[src/rtl/dred_pkg.sv]
package dred_pkg;

   typedef enum logic [1:0] {
      OP_PASS   = 2'd0,
      OP_TRUNC  = 2'd1,
      OP_ROUND  = 2'd2,
      OP_DITHER = 2'd3
   } dred_op_e;

endpackage

[src/rtl/dred_ctrl.sv]
module dred_ctrl
   import dred_pkg::*;
#(
   parameter int PW    = 12,
   parameter int KW    = 4,
   parameter int KEEP0 = 6,
   parameter int KEEP1 = 8,
   parameter int KEEP2 = 10
) (
   input  logic          enable,
   input  logic [1:0]    depth,
   input  logic          round_en,
   input  logic          dither_en,
   input  logic          ycc422,
   output dred_op_e      op,
   output logic [KW-1:0] keep
);

   if (!(KEEP0 > 0 && KEEP0 < KEEP1 && KEEP1 < KEEP2 && KEEP2 < PW)) begin : g_bad_keep
      $error("dred_ctrl: kept depths must rise strictly and stay below PW");
   end
   if ((1 << KW) <= PW) begin : g_bad_kw
      $error("dred_ctrl: KW too narrow for PW");
   end

   always_comb begin
      case (depth)
         2'd0:    keep = KW'(KEEP0);
         2'd1:    keep = KW'(KEEP1);
         default: keep = KW'(KEEP2);
      endcase

      if (!enable) begin
         op = OP_PASS;
      end else if (ycc422) begin
         op = (depth == 2'd1 || depth == 2'd2) ? OP_TRUNC : OP_PASS;
      end else if (dither_en) begin
         op = (depth <= 2'd1) ? OP_DITHER : OP_PASS;
      end else if (depth == 2'd3) begin
         op = OP_PASS;
      end else begin
         op = round_en ? OP_ROUND : OP_TRUNC;
      end
   end

endmodule

[src/rtl/dred_lfsr.sv]
module dred_lfsr #(
   parameter int W   = 28,
   parameter int TAP = 3
) (
   input  logic         clk,
   input  logic         rst_n,
   input  logic [W-1:0] seed,
   input  logic         adv,
   input  logic         load,
   input  logic [W-1:0] load_val,
   output logic [W-1:0] cur
);

   logic [W-1:0] state;

   if (TAP < 1 || TAP >= W) begin : g_bad_tap
      $error("dred_lfsr: TAP must lie in 1..W-1");
   end

   assign cur = load ? load_val : state;

   always_ff @(posedge clk) begin
      if (!rst_n) begin
         state <= seed;
      end else if (adv) begin
         state <= {cur[W-2:0], cur[W-1] ^ cur[TAP-1]};
      end
   end

   AST_LFSR_HOLD: assert property (@(posedge clk) disable iff (!rst_n)
      !adv |=> $stable(state));

endmodule

[src/rtl/dred_chan.sv]
module dred_chan
   import dred_pkg::*;
#(
   parameter int PW = 12,
   parameter int KW = 4
) (
   input  logic          clk,
   input  logic          rst_n,
   input  logic          valid,
   input  dred_op_e      op,
   input  logic [KW-1:0] keep,
   input  logic          highpass,
   input  logic [PW-1:0] pix,
   input  logic [PW-1:0] raw,
   output logic [PW-1:0] out_pix
);

   localparam logic [KW-1:0] PWK = KW'(PW);

   logic [KW-1:0] shift;
   logic [PW-1:0] mask;
   logic [PW:0]   half;
   logic [PW-1:0] prev;
   logic [PW-1:0] cur_n;
   logic [PW-1:0] prev_n;
   logic [PW-1:0] noise;
   logic [PW:0]   sum_d;
   logic [PW:0]   sum_r;
   logic [PW-1:0] sat_d;
   logic [PW-1:0] sat_r;
   logic [PW-1:0] result;

   always_comb begin
      shift  = PWK - keep;
      mask   = {PW{1'b1}} << shift;
      half   = (PW+1)'(1) << (shift - KW'(1));
      cur_n  = raw >> keep;
      prev_n = prev >> keep;
      if (highpass) begin
         noise = (cur_n > prev_n) ? (cur_n - prev_n) : '0;
      end else begin
         noise = cur_n;
      end
      sum_d = {1'b0, pix} + {1'b0, noise};
      sum_r = {1'b0, pix} + half;
      sat_d = sum_d[PW] ? {PW{1'b1}} : sum_d[PW-1:0];
      sat_r = sum_r[PW] ? {PW{1'b1}} : sum_r[PW-1:0];
      case (op)
         OP_TRUNC:  result = pix & mask;
         OP_ROUND:  result = sat_r & mask;
         OP_DITHER: result = sat_d & mask;
         default:   result = pix;
      endcase
   end

   always_ff @(posedge clk) begin
      if (!rst_n) begin
         out_pix <= '0;
         prev    <= '0;
      end else if (valid) begin
         out_pix <= result;
         prev    <= raw;
      end
   end

   AST_LOW_BITS_ZERO: assert property (@(posedge clk) disable iff (!rst_n)
      (valid && op != OP_PASS) |=> ((out_pix & ~$past(mask)) == '0));
   AST_ROUND_NO_WRAP: assert property (@(posedge clk) disable iff (!rst_n)
      (valid && op == OP_ROUND) |=> (out_pix >= $past(pix & mask)));
   AST_DITHER_NO_WRAP: assert property (@(posedge clk) disable iff (!rst_n)
      (valid && op == OP_DITHER) |=> (out_pix >= $past(pix & mask)));

endmodule

[src/rtl/dither_reducer.sv]
module dither_reducer
   import dred_pkg::*;
#(
   parameter int PIX_W    = 12,
   parameter int LFSR_W   = 28,
   parameter int FC_W     = 4,
   parameter int FC_SHIFT = 8,
   parameter int TAP_R    = 3,
   parameter int TAP_G    = 9,
   parameter int TAP_B    = 13,
   parameter int KEEP0    = 6,
   parameter int KEEP1    = 8,
   parameter int KEEP2    = 10
) (
   input  logic              clk,
   input  logic              rst_n,
   input  logic              in_valid,
   input  logic              in_sof,
   input  logic [PIX_W-1:0]  in_r,
   input  logic [PIX_W-1:0]  in_g,
   input  logic [PIX_W-1:0]  in_b,
   input  logic              cfg_enable,
   input  logic [1:0]        cfg_depth,
   input  logic              cfg_round,
   input  logic              cfg_dither,
   input  logic              cfg_ycc422,
   input  logic              cfg_rgb_rand,
   input  logic              cfg_frame_rand,
   input  logic              cfg_highpass,
   input  logic [LFSR_W-1:0] cfg_seed_r,
   input  logic [LFSR_W-1:0] cfg_seed_g,
   input  logic [LFSR_W-1:0] cfg_seed_b,
   output logic              out_valid,
   output logic              out_sof,
   output logic [PIX_W-1:0]  out_r,
   output logic [PIX_W-1:0]  out_g,
   output logic [PIX_W-1:0]  out_b
);

   localparam int KW    = $clog2(PIX_W + 1);
   localparam int N_CH  = 3;

   if (PIX_W > LFSR_W) begin : g_bad_pix
      $error("dither_reducer: PIX_W must not exceed LFSR_W");
   end
   if (FC_SHIFT + FC_W > LFSR_W) begin : g_bad_fc
      $error("dither_reducer: frame counter does not fit in the seed");
   end

   dred_op_e      op;
   logic [KW-1:0] keep;
   logic [FC_W-1:0] frame_cnt;
   logic          reload;

   logic [LFSR_W-1:0] seed_a [N_CH];
   logic [LFSR_W-1:0] cur_a  [N_CH];
   logic [PIX_W-1:0]  pix_a  [N_CH];
   logic [PIX_W-1:0]  res_a  [N_CH];

   assign seed_a[0] = cfg_seed_r;
   assign seed_a[1] = cfg_seed_g;
   assign seed_a[2] = cfg_seed_b;
   assign pix_a[0]  = in_r;
   assign pix_a[1]  = in_g;
   assign pix_a[2]  = in_b;
   assign out_r     = res_a[0];
   assign out_g     = res_a[1];
   assign out_b     = res_a[2];

   assign reload = in_valid && in_sof && cfg_frame_rand;

   dred_ctrl #(
      .PW(PIX_W), .KW(KW), .KEEP0(KEEP0), .KEEP1(KEEP1), .KEEP2(KEEP2)
   ) i_ctrl (
      .enable   (cfg_enable),
      .depth    (cfg_depth),
      .round_en (cfg_round),
      .dither_en(cfg_dither),
      .ycc422   (cfg_ycc422),
      .op       (op),
      .keep     (keep)
   );

   always_ff @(posedge clk) begin
      if (!rst_n) begin
         frame_cnt <= '0;
      end else if (!cfg_frame_rand) begin
         frame_cnt <= '0;
      end else if (in_valid && in_sof) begin
         frame_cnt <= frame_cnt + FC_W'(1);
      end
   end

   for (genvar i = 0; i < N_CH; i++) begin : g_ch
      localparam int TAP = (i == 0) ? TAP_R : ((i == 1) ? TAP_G : TAP_B);
      logic [LFSR_W-1:0] load_val;
      logic [LFSR_W-1:0] src;

      assign load_val = seed_a[i] ^ (LFSR_W'(frame_cnt) << FC_SHIFT);

      dred_lfsr #(.W(LFSR_W), .TAP(TAP)) i_lfsr (
         .clk     (clk),
         .rst_n   (rst_n),
         .seed    (seed_a[i]),
         .adv     (in_valid),
         .load    (reload),
         .load_val(load_val),
         .cur     (cur_a[i])
      );

      assign src = cfg_rgb_rand ? cur_a[i] : cur_a[0];

      dred_chan #(.PW(PIX_W), .KW(KW)) i_chan (
         .clk     (clk),
         .rst_n   (rst_n),
         .valid   (in_valid),
         .op      (op),
         .keep    (keep),
         .highpass(cfg_highpass),
         .pix     (pix_a[i]),
         .raw     (src[LFSR_W-1 -: PIX_W]),
         .out_pix (res_a[i])
      );
   end

   always_ff @(posedge clk) begin
      if (!rst_n) begin
         out_valid <= 1'b0;
         out_sof   <= 1'b0;
      end else begin
         out_valid <= in_valid;
         out_sof   <= in_valid && in_sof;
      end
   end

   AST_PASS_WHEN_OFF: assert property (@(posedge clk) disable iff (!rst_n)
      (in_valid && !cfg_enable) |=> (out_r == $past(in_r) && out_g == $past(in_g) && out_b == $past(in_b)));
   AST_VALID_FOLLOWS: assert property (@(posedge clk) disable iff (!rst_n)
      1'b1 |=> (out_valid == $past(in_valid) && out_sof == $past(in_valid && in_sof)));
   AST_FC_CLEARED: assert property (@(posedge clk) disable iff (!rst_n)
      !cfg_frame_rand |=> (frame_cnt == '0));

endmodule

[config.mk]
export PLATFORM = sky130hd
export DESIGN_NAME = dither_reducer
export DESIGN_NICKNAME = d
export VERILOG_FILES = /design/src/rtl/dred_pkg.sv /design/src/rtl/dred_ctrl.sv /design/src/rtl/dred_lfsr.sv /design/src/rtl/dred_chan.sv /design/src/rtl/dither_reducer.sv
export SDC_FILE = /design/constraint.sdc
export NUM_CORES = 1
export LEC_CHECK = 0
export ABC_AREA = 1
export BUFFER_PORTS_ARGS = -buffer_cell sky130_fd_sc_hd__clkbuf_2
export CELL_PAD_IN_SITES_DETAIL_PLACEMENT = 1
export CELL_PAD_IN_SITES_GLOBAL_PLACEMENT = 2
export CORE_ASPECT_RATIO = 0.75
export CORE_UTILIZATION = 33
export CTS_CLUSTER_SIZE = 8
export DETAILED_ROUTE_END_ITERATION = 10
export PLACE_DENSITY_LB_ADDON = 0.12
export SLEW_MARGIN = 20
export SYNTH_ARGS = -nofsm -noshare
export SYNTH_HDL_FRONTEND = slang
export SYNTH_HIERARCHICAL = 1
export SYNTH_SLANG_ARGS = --single-unit
[constraint.sdc]
create_clock -name clk -period 6.8 [get_ports clk]
set_clock_uncertainty 0.05 [all_clocks]
set_input_delay 1.02 -clock clk [delete_from_list [all_inputs] [get_ports clk]]
set_output_delay 1.02 -clock clk [all_outputs]
set_load 0.01 [all_outputs]
==> metrics.md, run 1 <==
| Metric | Value |
|---|---|
| Post-Syn Nets | `3294` |
| Setup TNS | `0 ns` |
| Power share of the clock group | `0.267` |
| I/O Buffers | `170` |
| Worst vdd ir | `0.1415 mV` |
| R2R depth | `32` |
| Htree depth | `4` |
| Worst skew pair latency | `0.49 ns` |
| Vias after detailed routing | `20032` |
| Tightest Hold Check Type | `flop to flop` |
| Filler cells | `7328` |
| CP Max Fanout | `30` |
| Post-DRT Antenna Nets | `0` |
| Switch Pwr | `1.751 mW` |
| Worst Setup End Kind | `flop` |
| Fin area | `20630 um2` |
| # clock sinks | `162` |
| Reg power frac | `0.292` |
| Pwr Density | `193.9 nW/um2` |
| Drt drc | `0` |
| Final setup violation count | `0` |
| Rows | `74` |
| CTS tree | `yes` |
| Slowest cell on the critical path | `fa_1` |
| GP Congestion | `0.9021` |
| Reg-to-reg endpoint | `g_ch[0].i_chan/out_pix[3]` |
| First-pass GRT wire length | `114.0 mm` |
| Reg2reg start | `g_ch[0].i_lfsr/state[20]` |
| RSZ-0062 raised after global routing | `false` |
| Synth Cell Area | `18470 um2` |
| CTS Root Cell | `clkbuf_16` |
| WL per Instance | `18.66 um` |
| Final core utilization | `0.3758` |
| Initial DRC Count | `1284` |
| Setup ws final | `0.5786 ns` |
| Slew @ Worst Pin | `0.9051 ns` |
| Yosys warning count | `6` |
| Setup CP Type | `input pin to flop` |
| Ant diodes | `0` |
| Cts bufs inserted | `17` |
| Internal | `2.250 mW` |
| Hold endpoint | `g_ch[1].i_chan/out_pix[7]` |
| Final hold violations | `0` |
| Number of setup buffers added after CTS | `0` |
| Routed vias/inst | `5.198` |
| Hold path startpoint | `g_ch[1].i_chan/out_pix[7]` |
| Ports | `171` |
| Startpoint Class | `input pin` |
| Arrival @ worst endpoint | `6.59 ns` |
| Total gr overflow | `0` |
| Post-DP HPWL | `57.96 mm` |
| Critical Path Most Common Cell | `nand2_1` |
| Crit share post-route | `0.9149` |
| Slew Viols, Final | `0` |
| Drt first pass iters | `7` |
| Initial antenna violation count | `1` |
| Clock Pin Slew Worst Setup and Hold Paths | `0.08 ns` |
| Final wirelength | `71.91 mm` |
| Crit path time final | `6.221 ns` |
| WP data required | `7.17 ns` |
| DP Area | `19990 um2` |
| Multi-input logic area | `12400 um2` |
| Run status | `completed` |
| Largest net degree at the start of global routing | `91` |
| Overall routing resource usage | `0.2562` |
| Average size of a mapped cell | `6.135 um2` |
| Max Buffers Root-to-Sink | `2` |
| Die area | `56940 um2` |
| Crit-path leading delay family | `simple AND/OR/NAND/NOR gates` |
| # nets final | `3402` |
| Leak | `10.68 nW` |
| Die width | `275.2 um` |
| Vias in the first global route | `20291` |
| Levels on crit path | `37` |
| Core area | `54910 um2` |
| Worst path buffer plus inverter count | `6` |
| Hold path depth | `2` |
| Mapped Cells | `3011` |
| Die height | `206.9 um` |
| Reg area | `4084 um2` |
| Max Fclk | `160.7 MHz` |
| Net Sw Frac | `0.4376` |
| Layout cells sized above 1 | `0.1149` |
| Pre-CTS setup slack | `0.005419 ns` |
| Initial core utilization | `0.3365` |
| Number of max-cap violations | `0` |
| Maximum single-stage delay on the critical path | `0.45 ns` |
| Logic gate share of total power | `0.440` |
| Worst rel slew slack | `0.3966` |
| R2R setup slack | `1.46 ns` |
| P&R area growth vs syn | `11.68%` |
==> registers in the layout, summed over array words and instances (netlist names) <==
| register | flops |
|---|---|
| frame_cnt | 4 |
| g_ch.i_lfsr/state | 84 |
| g_ch.i_chan/out_pix | 36 |
| out_sof | 1 |
| g_ch.i_chan/prev | 36 |
| out_valid | 1 |
==> worst min-delay path, delay by kind of cell, from the launching register on <==
family | cells | cell delay, ns
AO/OA/AOI/OAI | 1 | 0.05
AND/OR/NAND/NOR | 1 | 0.06
flip-flops | 1 | 0.31
==> worst max-delay path by stage <==
stage / to / start / slack (ns)
floorplan: g_ch[1].i_chan/out_pix[5] / in_valid / 1.02
global placement: g_ch[0].i_chan/out_pix[3] / in_valid / 0.02
detailed placement: g_ch[0].i_chan/out_pix[3] / in_valid / 0.005
CTS: g_ch[0].i_chan/out_pix[3] / in_valid / 0.45
global route: g_ch[0].i_chan/out_pix[3] / in_valid / 0.03
finish: g_ch[0].i_chan/out_pix[3] / in_valid / 0.58
==> power groups by stage <==
stage | clock network (mW) | registers, mW | logic, mW
finish | 1.07 | 1.17 | 1.76
global route | 1.13 | 1.18 | 1.99
floorplan | 0 | 1.18 | 1.20
CTS | 1.10 | 1.17 | 1.74
global placement | 0 | 1.19 | 1.72
detailed placement | 0 | 1.19 | 1.73
==> routing by layer <==
layer  GRT usage  wire [um]  vias to the layer above
met5           0         13                        -
met2      0.3999      30950                      356
li1            -          -                    10032
met4     0.05781        993                        2
met3     0.02950       2706                       64
met1      0.3748      37250                     9578
==> stage by stage <==
step,power (mW),std cells,hold slack [ns]
after global placement,2.905,3822,0.4061
after floorplan,2.388,3011,0.3976
after CTS,4.016,3854,0.4227
after global routing,4.295,3854,0.4516
after detailed placement,2.923,3822,0.4104
final,4.000,3854,0.4210
==> cell usage in the layout (no fill, tap or decap), types with 8 or more instances in the layout <==
cell type  instances
nand2_1         1022
inv_1            323
nor2_1           291
clkbuf_2         168
o21ai_0          163
nand3_1          149
a21oi_1          142
ha_1             140
a31oi_1           90
edfxtp_1          84
dfxtp_1           78
buf_4             56
xor2_1            55
o21ai_1           32
nand3_2           31
o211ai_1          30
nand4_1           29
inv_2             26
xnor2_1           26
o22ai_1           20
nand2_2           19
clkbuf_16         18
nor3_1            17
mux2i_1           15
o221ai_1          14
o21bai_1           9
fa_1               9
or2_2              8
a211oi_1           8
==> what timing repair did <==
action | 4_1_cts | 5_1_grt
hold buffers | 0 | 0
resized for setup | 0 | 5
endpoints found under the setup margin | 0 | 17
==> final cells by class <==
type / instances / share of cell area
timing repair buffer: 226 / 0.06265
tap: 722 / 0.04379
clock inverter: 14 / 0.008430
inverter: 353 / 0.06447
multi-input combinational: 2359 / 0.6009
sequential: 162 / 0.1980
clock buffer: 18 / 0.02183
Note: power is estimated with default switching activity, not from simulation.
==> run 2: changes to the inputs <==
--- a/config.mk
+++ b/config.mk
@@ -13,6 +13,7 @@
 export CORE_UTILIZATION = 33
 export CTS_CLUSTER_SIZE = 8
 export DETAILED_ROUTE_END_ITERATION = 10
+export GPL_TIMING_DRIVEN = 0
 export PLACE_DENSITY_LB_ADDON = 0.12
 export SLEW_MARGIN = 20
 export SYNTH_ARGS = -nofsm -noshare
==> metrics.md, run 2 (synthesis results as in run 1) <==
| Metric | Value |
|---|---|
| Final hold violations | `0 (unchanged)` |
| Fin area | `21050 um2 (+2.0%)` |
| Layout cells sized above 1 | `0.1310 (+0.01607)` |
| Fin cells | `3945 (+2.4%)` |
| Largest net degree at the start of global routing | `29 (-68%)` |
| Vias after detailed routing | `20443 (+2.1%)` |
| Startpoint Class | `input pin` |
| Setup ws final | `0.3521 ns (-0.2265 ns)` |
| Clock Pin Slew Worst Setup and Hold Paths | `0.07 ns (about the same)` |
| WL per Instance | `18.38 um (-1.5%)` |
| Post-DRT Antenna Nets | `0 (unchanged)` |
| # nets final | `3491 (+2.6%)` |
| Rows | `74 (unchanged)` |
| Filler cells | `7388 (+0.82%)` |
| Reg area | `4084 um2 (unchanged)` |
| Initial DRC Count | `1306 (+1.7%)` |
| Worst rel slew slack | `0.4912 (+0.09457)` |
| Initial core utilization | `0.3365 (unchanged)` |
| Largest Register | `g_ch.i_lfsr/state` |
| Worst Setup End Kind | `flop` |
| Drt first pass iters | `5 (-2)` |
| Arrival @ worst endpoint | `6.72 ns (+0.13 ns)` |
| Final setup violation count | `0 (unchanged)` |
| Maximum single-stage delay on the critical path | `0.38 ns (-0.07 ns)` |
| Leak | `10.85 nW (+1.6%)` |
| Ports | `171 (unchanged)` |
| Multi-input logic area | `12510 um2 (+0.88%)` |
| Pwr Density | `186.8 nW/um2 (-3.6%)` |
| First-pass GRT wire length | `114.4 mm (+0.40%)` |
| Most common cell after layout, fill and taps aside | `nand2_1` |
| Final wirelength | `72.51 mm (+0.84%)` |
| Die height | `206.9 um (unchanged)` |
| Slowest cell on the critical path | `ha_2` |
| P&R area growth vs syn | `13.92%` |
| Number of max-cap violations | `0 (unchanged)` |
| Drt drc | `0 (unchanged)` |
| Placed Instances | `3903 (+2.1%)` |
| Hold_buf cts | `0 (unchanged)` |
| Max Fclk | `155.1 MHz (-3.5%)` |
| CTS Root Cell | `clkbuf_16` |
| Initial antenna violation count | `3 (+2)` |
| Core area | `54910 um2 (unchanged)` |
| Overall routing resource usage | `0.2573 (+0.001092)` |
| Htree depth | `4 (unchanged)` |
| # clock sinks | `162 (unchanged)` |
| Slew @ Worst Pin | `0.7633 ns (-0.1419 ns)` |
| Die area | `56940 um2 (unchanged)` |
| Pre-CTS setup slack | `-1.649 ns (-1.654 ns)` |
| Worst skew pair latency | `0.47 ns (-0.02 ns)` |
| Worst vdd ir | `0.1412 mV (-0.23%)` |
| Most frequent cells in the layout | `nand2_1 (1017), inv_1 (324), nor2_1 (289), clkbuf_2 (171)` |
| Cts bufs inserted | `17 (unchanged)` |
| Max reg flops | `84 (unchanged)` |
| Crit path time final | `6.448 ns (+0.2265 ns)` |
| DP Area | `20250 um2 (+1.3%)` |
| Die width | `275.2 um (unchanged)` |
| Setup TNS | `0 ns (unchanged)` |
| Critical Path Most Common Cell | `nand2_1` |
| Post-DP HPWL | `59.88 mm (+3.3%)` |
| Tightest Hold Check Type | `flop to flop` |
| I/O Buffers | `169 (-0.59%)` |
| Largest regs | `g_ch.i_lfsr/state (84), g_ch.i_chan/out_pix (36), g_ch.i_chan/prev (36)` |
| Total gr overflow | `0 (unchanged)` |
| Run status | `completed` |
| Vias in the first global route | `20722 (+2.1%)` |
| Setup CP Type | `input pin to flop` |
| CP Max Fanout | `14 (-53%)` |
| CTS tree | `yes` |
| WP data required | `7.07 ns (-0.10 ns)` |
| Slew Viols, Final | `0 (unchanged)` |
| GP Congestion | `0.9101 (+0.89%)` |
| Routed vias/inst | `5.182 (-0.30%)` |
| Crit share post-route | `0.9482 (+0.03330)` |
| Max Buffers Root-to-Sink | `2 (unchanged)` |
-- run 2: cell count changes in the layout (fill, tap and decap cells not counted), sizes merged --
cell,previous run,this run
buf,58,95
clkbuf,186,237
clkinv,8,7
clkinvlp,0,2
diode,0,2
inv,359,358
nor2,298,299
-- run 2: path summary, 6_finish.rpt --
check | slack, ns | depth (start not counted) | from | end
max | 0.35 | 36 | in_valid | g_ch[2].i_chan/out_pix[8]
min | 0.42 | 2 | g_ch[0].i_chan/out_pix[9] | g_ch[0].i_chan/out_pix[9]
max reg2reg | 1.46 | 34 | g_ch[0].i_lfsr/state[25] | g_ch[0].i_chan/out_pix[3]
min reg2reg | 0.42 | 2 | g_ch[0].i_chan/out_pix[9] | g_ch[0].i_chan/out_pix[9]
-- run 2: power breakdown --
part	switching, mW	internal, mW	leakage [nW]
logic	1.18	0.613	9.09
clock network	0.486	0.487	0.277
registers	0.0427	1.13	1.49
total	1.70	2.23	10.9
-- run 2: cell type report --
type / instances / area share
multi-input cells: 2360 / 0.5942
flip-flops and latches: 162 / 0.1940
inverters: 353 / 0.06337
repair buffers: 177 / 0.04381
well taps: 722 / 0.04292
plain buffers: 137 / 0.03430
clock buffers: 18 / 0.02039
clock inverters: 14 / 0.006718
diodes: 2 / 0.0002378
-- run 2: timing repair --
item,4_1_cts,5_1_grt
endpoints found under the setup margin,36,36
buffers inserted,4,3
pin swaps,1,8
resized for setup,9,60
cloned,0,1
-- run 2: critical path, delay by kind of cell --
family | cells | cell delay, ns
AO/OA/AOI/OAI | 5 | 0.85
adder cells (fa/ha/maj) | 2 | 0.70
multiplexers | 1 | 0.23
buffers and inverters | 7 | 1.13
AND/OR/NAND/NOR | 21 | 2.80
-- run 2: through the flow --
| stage | hold WS, ns | power [mW] | utilization |
|---|---|---|---|
| 5_1_grt | 0.4608 | 4.237 | 0.3833 |
| 3_5_place_dp | 0.4156 | 2.920 | 0.3687 |
| 4_1_cts | 0.4257 | 3.923 | 0.3802 |
| 6_report | 0.4217 | 3.932 | 0.3833 |
| 2_1_floorplan | 0.3976 | 2.388 | - |
| 3_3_place_gp | 0.4072 | 2.877 | 0.3683 |
-- run 2: layer usage --
layer,share of wire,global-route usage
met1,0.51,0.3692
met5,0,0
met3,0.035,0.02788
met2,0.44,0.4155
met4,0.015,0.05051
==> run 3: changes to the inputs <==
--- a/config.mk
+++ b/config.mk
@@ -5,12 +5,11 @@
 export SDC_FILE = /design/constraint.sdc
 export NUM_CORES = 1
 export LEC_CHECK = 0
-export ABC_AREA = 1
 export BUFFER_PORTS_ARGS = -buffer_cell sky130_fd_sc_hd__clkbuf_2
-export CELL_PAD_IN_SITES_DETAIL_PLACEMENT = 1
+export CELL_PAD_IN_SITES_DETAIL_PLACEMENT = 2
 export CELL_PAD_IN_SITES_GLOBAL_PLACEMENT = 2
 export CORE_ASPECT_RATIO = 0.75
-export CORE_UTILIZATION = 33
+export CORE_UTILIZATION = 39
 export CTS_CLUSTER_SIZE = 8
 export DETAILED_ROUTE_END_ITERATION = 10
 export GPL_TIMING_DRIVEN = 0
==> metrics.md, run 3 <==
| Metric | Value |
|---|---|
| Run status | `completed` |
| RSZ-0062 raised after global routing | `true` |
| WP data required | `7.12 ns (+0.05 ns)` |
| Hold_buf cts | `0 (unchanged)` |
| Max Fclk | `148.7 MHz (-4.1%)` |
| Synth Area in Compound Gates | `0.1882` |
| Yosys warning count | `6 (unchanged)` |
| Initial DRC Count | `1147 (-12%)` |
| Most common cell after layout, fill and taps aside | `clkbuf_2` |
| Die height | `190.9 um (-7.7%)` |
| Most frequent cells in the layout | `clkbuf_2 (179), nand2_1 (164), mux2_4 (163), ha_1 (131), nor2_1 (121)` |
| Htree depth | `4 (unchanged)` |
| Crit-path leading delay family | `compound AO/OA/AOI/OAI gates` |
| CP Max Fanout | `10 (-4)` |
| I/O Buffers | `169 (unchanged)` |
| Initial antenna violation count | `9 (+6)` |
| Tightest Hold Check Type | `flop to flop` |
| Arrival @ worst endpoint | `7.05 ns (+0.33 ns)` |
| Core area | `46450 um2 (-15%)` |
| P&R area growth vs syn | `17.07%` |
| Mapped Cells | `2045 (-32%)` |
| FFs w/ async S/R, synth | `0` |
| Layout cells sized above 1 | `0.2757 (+0.1447)` |
| Post-DRT Antenna Nets | `0 (unchanged)` |
| Reg-to-reg endpoint | `g_ch[2].i_chan/out_pix[11]` |
| Routed vias/inst | `6.051 (+17%)` |
| Commonest cells in the synthesized netlist | `nand2_1 (174), mux2_4 (162), ha_1 (141)` |
| Slew @ Worst Pin | `1.106 ns (+0.3426 ns)` |
| Seq/Total Area, Yosys | `0.2200` |
| Synth area leaders | `edfxtp_1 (14%), mux2_4 (13%), ha_1 (9.5%), dfxtp_1 (8.4%), mux2i_1 (4.5%)` |
| Crit path time final | `6.726 ns (+0.2780 ns)` |
| Ports | `171 (unchanged)` |
| Setup CP Type | `input pin to flop` |
| Cts bufs inserted | `17 (unchanged)` |
| Total gr overflow | `0 (unchanged)` |
| Slew Viols, Final | `0 (unchanged)` |
| Vias in the first global route | `18757 (-9.5%)` |
| Slowest cell on the critical path | `or4_4` |
| Die area | `48480 um2 (-15%)` |
| Pwr Density | `203.2 nW/um2 (+8.8%)` |
| Xor/xnor share of the synthesized area | `0.04382` |
| CTS tree | `yes` |
| Drt drc | `0 (unchanged)` |
| Post-Syn Nets | `2328 (-29%)` |
| GRT Max-Usage Layer | `met2` |
| Unique masters post-synth | `98` |
| Grt met2 use | `0.5038 (+0.08831)` |
| Worst vdd ir | `0.2022 mV (+43%)` |
| R2R setup slack | `0.90 ns (-0.56 ns)` |
| Post-synthesis mux area share | `0.2184` |
| Hold path startpoint | `g_ch[2].i_chan/out_pix[2]` |
| Overall routing resource usage | `0.3140 (+0.05671)` |
| Fin cells | `2926 (-26%)` |
| Largest net degree at the start of global routing | `29 (unchanged)` |
| Clock Pin Slew Worst Setup and Hold Paths | `0.08 ns (about the same)` |
| Worst Setup End Kind | `flop` |
| Synth Area in Adders | `0.1048` |
| Leak | `9.477 nW (-13%)` |
| GP Congestion | `0.8901 (-2.2%)` |
| Final setup violation count | `0 (unchanged)` |
| Initial core utilization | `0.3996 (+0.06309)` |
| Final wirelength | `77.92 mm (+7.5%)` |
| Filler cells | `5051 (-32%)` |
| Grt met1 use | `0.4326 (+0.06348)` |
| Critical Path Most Common Cell | `a21oi_2` |
| First-pass GRT wire length | `116.0 mm (+1.4%)` |
| Reg2reg start | `g_ch[0].i_lfsr/state[25]` |
| Rows | `68 (-8.1%)` |
| # clock sinks | `162 (unchanged)` |
| Vias after detailed routing | `17704 (-13%)` |
| Top cell type's share of synthesized area | `0.1359` |
| Crit share post-route | `0.9891 (+0.04088)` |
| CTS Root Cell | `clkbuf_16` |
| Worst rel slew slack | `0.2628 (-0.2284)` |
| # nets final | `2559 (-27%)` |
| Max Buffers Root-to-Sink | `2 (unchanged)` |
| Leading area contributor after synthesis | `edfxtp_1` |
| Multi-input logic area | `14080 um2 (+13%)` |
| Die width | `253.9 um (-7.7%)` |
| Largest Register | `g_ch.i_lfsr/state` |
| Average size of a mapped cell | `9.077 um2 (+48%)` |
| Worst skew pair latency | `0.48 ns (about the same)` |
| Number of max-cap violations | `0 (unchanged)` |
| Drt first pass iters | `5 (unchanged)` |
| Met3 GRT Util | `0.05283 (+0.02495)` |
| Max reg flops | `84 (unchanged)` |
| Synth Cell Area | `18560 um2 (+0.47%)` |
| Worst path buffer plus inverter count | `5 (-2)` |
| Reg area | `4084 um2 (unchanged)` |
| Main synth FF type | `edfxtp_1` |
| EDFF count, synth | `84` |
| Hold path depth | `2 (unchanged)` |
| WL per Instance | `26.63 um (+45%)` |
| Post-DP HPWL | `58.21 mm (-2.8%)` |
| Post-synthesis sequential element count | `162` |
| Placed Instances | `2845 (-27%)` |
| R2R depth | `24 (-29%)` |
| Final hold violations | `0 (unchanged)` |
| Hold_ws | `0.4301 ns (+0.008405 ns)` |
| Hold endpoint | `g_ch[2].i_chan/out_pix[2]` |
| Startpoint Class | `input pin` |
| Main combinational cell family by area after synthesis | `multiplexers` |
| Count leader, synth | `nand2_1` |
| Maximum single-stage delay on the critical path | `0.52 ns (+0.14 ns)` |
| Largest regs | `g_ch.i_lfsr/state (84), g_ch.i_chan/out_pix (36), g_ch.i_chan/prev (36)` |
| Simple logic cell fraction of the synthesized area | `0.1801` |
run 3: what timing repair did:
| item | in CTS | in global routing |
|---|---|---|
| setup endpoints to repair | 36 | 35 |
| pin swaps | 12 | 28 |
| endpoints found under the hold margin | 0 | 0 |
| gates cloned | 1 | 1 |
| buffers inserted | 17 | 25 |
| resized for setup | 79 | 80 |
run 3: worst max-delay path by stage:
| stage | startpoint | end | slack, ns | cells after the start |
|---|---|---|---|---|
| finish | in_sof | g_ch[2].i_chan/out_pix[11] | 0.07 | 27 |
| global route | cfg_depth[1] | g_ch[2].i_chan/out_pix[4] | -0.07 | 29 |
| CTS | cfg_depth[1] | g_ch[2].i_chan/out_pix[8] | 0.04 | 29 |
| detailed placement | in_valid | g_ch[2].i_chan/out_pix[8] | -2.29 | 29 |
| global placement | in_valid | g_ch[2].i_chan/out_pix[8] | -2.08 | 29 |
| floorplan | cfg_depth[1] | g_ch[2].i_chan/out_pix[8] | 0.07 | 25 |
run 3: cells by family (layout without fill, tap and decap cells):
group	count (synthesis)	in the layout
mux	284	284
flops	162	162
buf+inv	177	420
other cells	1	8
xor+xnor	92	92
compound gates	523	524
simple gates	656	656
fa+ha+maj	150	150
run 3: power by group:
group          internal, mW  switching, mW
combinational         0.909           1.20
clock                 0.537          0.565
sequential             1.14         0.0621
run 3: layout make-up:
class | count | share of cell area
multi-input cells | 1707 | 0.6479
flip-flops and latches | 162 | 0.1879
repair buffers | 213 | 0.05585
well taps | 630 | 0.03628
plain buffers | 101 | 0.02891
clock buffers | 17 | 0.01958
inverters | 74 | 0.01307
clock inverters | 15 | 0.009674
diodes | 7 | 0.0008061
run 3: worst min-delay path, cell delays in order (launching register included):
cell and delay, ns:
dfxtp_1 0.32, nand2_1 0.06, o31ai_1 0.06
run 3: stage by stage:
| step | TNS, ns | cell area, um2 | setup WS [ns] | utilization | total power, mW |
|---|---|---|---|---|---|
| global route | -0.4436 | 21720 | -0.06734 | 0.4676 | 4.619 |
| detailed placement | -66.12 | 20220 | -2.290 | 0.4354 | 3.073 |
| global placement | -57.31 | 20200 | -2.079 | 0.4347 | 2.973 |
| CTS | 0 | 21290 | 0.03962 | 0.4583 | 4.278 |
| floorplan | 0 | 18560 | 0.06987 | - | 2.509 |
| finish | 0 | 21730 | 0.07415 | 0.4678 | 4.416 |
run 3: metal layers:
layer  wire length [um]  up-vias
met1              36120     9023
met4               1660        4
met5                 15        -
met3               3933      103
li1                   -     8073
met2              36180      501
